===== src/rtl/gpm_pkg.sv =====
package gpm_pkg;

    typedef enum logic [1:0] {
        REG_DATA = 2'd0,
        REG_PIN  = 2'd1,
        REG_DIR  = 2'd2
    } reg_sel_e;

    typedef enum logic [1:0] {
        CAP_WAIT0 = 2'd0,
        CAP_WAIT1 = 2'd1,
        CAP_TRACK = 2'd2
    } cap_state_e;

endpackage


===== src/rtl/gpm_capture.sv =====
module gpm_capture
    import gpm_pkg::*;
#(
    parameter int W = 8
) (
    input  logic         clk,
    input  logic         rst_n,
    input  logic [W-1:0] pad_in,
    output logic [W-1:0] pin_q,
    output cap_state_e   state
);

    cap_state_e state_nx;

    // state register
    always_ff @(posedge clk or negedge rst_n) begin
        if (!rst_n) state <= CAP_WAIT0;
        else        state <= state_nx;
    end

    always_comb begin
        state_nx = state;
        unique case (state)
            CAP_WAIT0: state_nx = CAP_WAIT1;
            CAP_WAIT1: state_nx = CAP_TRACK;
            CAP_TRACK: state_nx = CAP_TRACK;
            default:   state_nx = CAP_WAIT0;
        endcase
    end

    // output register: sampled pad levels
    always_ff @(posedge clk or negedge rst_n) begin
        if (!rst_n) begin
            pin_q <= '0;
        end else begin
            unique case (state)
                CAP_WAIT0: pin_q <= '0;
                CAP_WAIT1: pin_q <= pad_in;
                CAP_TRACK: pin_q <= pad_in;
                default:   pin_q <= '0;
            endcase
        end
    end

endmodule


===== src/rtl/gpm_regs.sv =====
module gpm_regs
    import gpm_pkg::*;
#(
    parameter int W = 8
) (
    input  logic         clk,
    input  logic         rst_n,
    input  logic [1:0]   addr,
    input  logic         wr_en,
    input  logic [W-1:0] wr_data,
    input  logic [W-1:0] pad_in,
    input  logic [W-1:0] pin_q,
    output logic [W-1:0] data_q,
    output logic [W-1:0] dir_q,
    output logic [W-1:0] rd_data
);

    reg_sel_e sel;
    assign sel = reg_sel_e'(addr);

    always_ff @(posedge clk or negedge rst_n) begin
        if (!rst_n) begin
            data_q <= '0;
            dir_q  <= '0;
        end else if (wr_en) begin
            unique case (sel)
                REG_DATA: data_q <= wr_data;
                REG_DIR:  dir_q  <= wr_data;
                default:  ;
            endcase
        end
    end

    always_comb begin
        unique case (sel)
            REG_DATA: rd_data = (data_q & dir_q) | (pad_in & ~dir_q);
            REG_PIN:  rd_data = pin_q;
            REG_DIR:  rd_data = dir_q;
            default:  rd_data = '0;
        endcase
    end

endmodule


===== src/rtl/gpm_owner.sv =====
module gpm_owner #(
    parameter int W          = 8,
    parameter int SPI_PINS   = 4,
    parameter int PWM_IN_PIN = 7
) (
    input  logic [W-1:0]        data_q,
    input  logic [W-1:0]        dir_q,
    input  logic [W-1:0]        pwm_en,
    input  logic [W-1:0]        pwm_out,
    input  logic                pwm_shdn_en,
    input  logic                spi_en,
    input  logic [SPI_PINS-1:0] spi_out,
    input  logic [SPI_PINS-1:0] spi_oe,
    output logic [W-1:0]        pad_out,
    output logic [W-1:0]        pad_oe
);

    for (genvar i = 0; i < W; i++) begin : g_pin
        localparam bit CAN_SHDN = (i == PWM_IN_PIN);
        logic oe_b;
        logic out_b;

        if (i < SPI_PINS) begin : g_spi
            always_comb begin
                if (pwm_en[i]) begin
                    oe_b  = !(CAN_SHDN && pwm_shdn_en);
                    out_b = pwm_out[i] && !(CAN_SHDN && pwm_shdn_en);
                end else if (spi_en) begin
                    oe_b  = spi_oe[i];
                    out_b = spi_out[i];
                end else begin
                    oe_b  = dir_q[i];
                    out_b = data_q[i];
                end
            end
        end else begin : g_plain
            always_comb begin
                if (pwm_en[i]) begin
                    oe_b  = !(CAN_SHDN && pwm_shdn_en);
                    out_b = pwm_out[i] && !(CAN_SHDN && pwm_shdn_en);
                end else begin
                    oe_b  = dir_q[i];
                    out_b = data_q[i];
                end
            end
        end

        assign pad_oe[i]  = oe_b;
        assign pad_out[i] = out_b;
    end

endmodule


===== src/rtl/gpio_mux_port.sv =====
module gpio_mux_port
    import gpm_pkg::*;
#(
    parameter int W          = 8,
    parameter int SPI_PINS   = 4,
    parameter int PWM_IN_PIN = 7
) (
    input  logic                clk,
    input  logic                rst_n,
    input  logic [1:0]          addr,
    input  logic                wr_en,
    input  logic [W-1:0]        wr_data,
    output logic [W-1:0]        rd_data,
    input  logic [W-1:0]        pwm_en,
    input  logic [W-1:0]        pwm_out,
    input  logic                pwm_shdn_en,
    input  logic                spi_en,
    input  logic [SPI_PINS-1:0] spi_out,
    input  logic [SPI_PINS-1:0] spi_oe,
    input  logic [W-1:0]        pad_in,
    output logic [W-1:0]        pad_out,
    output logic [W-1:0]        pad_oe
);

    logic [W-1:0] data_q;
    logic [W-1:0] dir_q;
    logic [W-1:0] pin_q;
    cap_state_e   cap_state;

    gpm_capture #(.W(W)) i_capture (
        .clk    (clk),
        .rst_n  (rst_n),
        .pad_in (pad_in),
        .pin_q  (pin_q),
        .state  (cap_state)
    );

    gpm_regs #(.W(W)) i_regs (
        .clk     (clk),
        .rst_n   (rst_n),
        .addr    (addr),
        .wr_en   (wr_en),
        .wr_data (wr_data),
        .pad_in  (pad_in),
        .pin_q   (pin_q),
        .data_q  (data_q),
        .dir_q   (dir_q),
        .rd_data (rd_data)
    );

    gpm_owner #(.W(W), .SPI_PINS(SPI_PINS), .PWM_IN_PIN(PWM_IN_PIN)) i_owner (
        .data_q      (data_q),
        .dir_q       (dir_q),
        .pwm_en      (pwm_en),
        .pwm_out     (pwm_out),
        .pwm_shdn_en (pwm_shdn_en),
        .spi_en      (spi_en),
        .spi_out     (spi_out),
        .spi_oe      (spi_oe),
        .pad_out     (pad_out),
        .pad_oe      (pad_oe)
    );

endmodule


===== config.mk =====
export PLATFORM = sky130hd
export DESIGN_NAME = gpio_mux_port
export DESIGN_NICKNAME = d
export VERILOG_FILES = /design/src/rtl/gpm_pkg.sv /design/src/rtl/gpm_capture.sv /design/src/rtl/gpm_regs.sv /design/src/rtl/gpm_owner.sv /design/src/rtl/gpio_mux_port.sv
export SDC_FILE = /design/constraint.sdc
export NUM_CORES = 1
export LEC_CHECK = 0
export ABC_AREA = 1
export ABC_CLOCK_PERIOD_IN_PS = 1000
export BUFFER_PORTS_ARGS = -buffer_cell sky130_fd_sc_hd__buf_2
export CAP_MARGIN = 10
export CORE_UTILIZATION = 43
export CTS_CLUSTER_SIZE = 14
export DETAILED_ROUTE_END_ITERATION = 10
export PLACE_DENSITY = 0.74
export SLEW_MARGIN = 20
export SYNTH_ARGS = -nofsm -noshare
export SYNTH_HDL_FRONTEND = slang
export SYNTH_SLANG_ARGS = --single-unit

===== constraint.sdc =====
create_clock -name clk -period 1 [get_ports clk]
set_input_delay 0 -clock clk [delete_from_list [all_inputs] [get_ports clk]]
set_output_delay 0 -clock clk [all_outputs]
set_load 0.02 [all_outputs]

==> reports/results.tsv <==
metric	value	unit
outcome	complete, but fails checks	
failing checks	setup timing	
Critical Path AT	1140	ps
Worst R2R Path Depth	4	
worst-margin pin slew	598	ps
Post-DRT Antenna Nets	0	
Initial Util	0.458	
core footprint	0.00374	mm^2
first-pass GRT wire length	7130	um
Initial DRC Count	84	
Post-Syn Area	0.00171	mm^2
Root Driver	clkbuf_8	
Design Power	0.00321	W
DR vias/cell	4.77	
crit path max fanout	4	
die span in x	65.1	um
CTS tree	built	
clock sink count	26	
Critical path origin	i_regs.dir_q[7]	
post-synth net total	304	
critical path capture point	rd_data[7]	
remaining global-route overflow	0	
htree depth	1	
Max Freq	878	MHz
DR pass1 iterations	4	
maximum root-to-sink buffer count	2	
Post-Syn Instances	256	
sum of negative setup slack	-1330	ps
Req. time, crit path	1000	ps
Final Cycle Share	1.14	
RSZ-0062 raised after global routing	yes	
row count	22	
Max Transition Viols Final	0	
endpoints failing setup	20	
slew margin rel.	0.601	
commonest cells after routing, fill and taps aside	nand2_1, buf_2, inv_1	
most common cell after layout, fill and taps aside	nand2_1	
r2r startpoint	i_capture.state[1]	
Routed WL per cell	12.2	um
Multi-input gate area	791	um^2
cell area after placement	0.00201	mm^2
maximum ir drop on the vdd rail	792	uV
Critical R2R Capture	i_capture.pin_q[3]	
Fillers	307	
Layout area overhead	49.2	%
PD cells	1260	mW/mm^2
gr usage total	0.217	
fin nets	395	
Finished Layout Cells	394	
RePlAce Congestion	0.769	
via count	1879	
diodes inserted	0	
Max Cap Viol	0	
Worst setup SP type	flip-flop	
clock buffer count from CTS	3	
die height	65.1	um
Final Cell Area	0.00256	mm^2
share of layout cells above drive strength 1	0.390	
FF-to-FF setup slack	70	ps
Setup crit end kind	primary output	
Setup CP Type	flip-flop to primary output	
Final WS setup	-139	ps
leakage power	1.49	nW
sequential element share of the synthesized area	0.380	
syn_area_per_cell	6.70	um^2
Seq cells post-synth	26	
yosys warns	0	
largest net degree at the start of global routing	27	
clock-pin slew on the worst setup and hold paths	90	ps
die area	0.00424	mm^2
Post-Place Cells	359	
Worst-Skew Late Latency	280	ps
clk_skew	2.22	ps
final wirelength	4820	um
vias in the first global route	1733	
# DRC	0	
Netlist cell types	18	
type of the worst min-delay path	input pin to flip-flop	
initial antenna violation count	0	
post-route minimum period	1140	ps
hpwl dp	2920	um
IO Count	71	
FF+latch area	652	um^2
port bufs	70	
Hold Fails Final Rpt	0	
## cells in the mapped netlist
cell type / n / area, um^2
nand2_1: 100 / 375
inv_1: 47 / 176
nand3_1: 33 / 165
dfrtp_1: 26 / 651
buf_4: 16 / 120
o21ai_0: 9 / 45.0
a21oi_1: 4 / 20.0
nand3b_1: 4 / 30.0
buf_6: 3 / 33.8
inv_2: 3 / 11.3
or2_2: 3 / 18.8
buf_2: 2 / 10.0
clkbuf_1: 1 / 3.75
ha_1: 1 / 12.5
inv_4: 1 / 6.26
nand2_2: 1 / 6.26
nand3_4: 1 / 17.5
nor2_4: 1 / 11.3
## worst min path at each step
stage | depth (start not counted) | start | slack, ps | to
6_report | 4 | addr[0] | 110 | i_regs.data_q[0]
4_1_cts | 4 | addr[0] | 120 | i_regs.data_q[0]
2_1_floorplan | 0 | rst_n | -300 | i_capture.pin_q[0]
3_3_place_gp | 1 | rst_n | 30 | i_regs.data_q[4]
3_5_place_dp | 1 | rst_n | 30 | i_regs.data_q[4]
5_1_grt | 4 | addr[0] | 140 | i_regs.data_q[0]
## power by group
group | total, W | switching [W] | leakage [nW] | internal, W
clock network | 0.000700 | 0.000347 | 0.0288 | 0.000353
registers | 0.00128 | 0.000107 | 0.314 | 0.00117
logic | 0.00123 | 0.000626 | 1.15 | 0.000606
total | 0.00321 | 0.00108 | 1.49 | 0.00213
## layout make-up
class                      count  area share
timing repair buffer         108       0.315
multi-input combinational    157       0.309
sequential                    26       0.255
inverter                      51      0.0758
tap                           48      0.0235
clock buffer                   4      0.0215
## routing by layer
metal | vias to the layer above | track usage | wire length [um]
li1 | 935 | - | -
met1 | 863 | 0.282 | 1960
met2 | 70 | 0.374 | 2460
met3 | 11 | 0.0208 | 307
met4 | 0 | 0.0815 | 85
met5 | - | 0 | 0
## sequential cells by signal (all words and copies together) (netlist names)
register,flops
i_regs.dir_q,8
i_capture.pin_q,8
i_capture.state,2
i_regs.data_q,8
## worst max-delay path: stages, from the launching register on
cell and delay (ps):
dfrtp_1 440, nand2_1 130, nand3_2 100, nand2_2 80
buf_6 110
## stage by stage
| step | util | hold WS [ps] | setup WS [ps] |
|---|---|---|---|
| after floorplan | - | -296 | 22.2 |
| after global routing | 0.683 | 142 | -187 |
| final | 0.683 | 112 | -139 |
| after detailed placement | 0.537 | 34.5 | -36.2 |
| after global placement | 0.537 | 25.7 | 22.5 |
| after CTS | 0.640 | 116 | -87.0 |
## kinds of logic (layout without fill, tap and decap cells)
group / Yosys count / after routing / share of synthesized area
AND/OR/NAND/NOR: 143 / 143 / 0.364
flip-flops: 26 / 26 / 0.380
buffers and inverters: 73 / 163 / 0.211
AO/OA/AOI/OAI: 13 / 13 / 0.0380
adder cells (fa/ha/maj): 1 / 1 / 0.00730
## timing repair
action / in CTS / in global routing
setup endpoints to repair: 30 / 32
pin swaps: 24 / 13
hold endpoints to repair: 50 / 0
hold buffers: 17 / 0
buffers inserted: 4 / 10
gates resized for setup: 54 / 31
(Power assumes the default switching activity.)
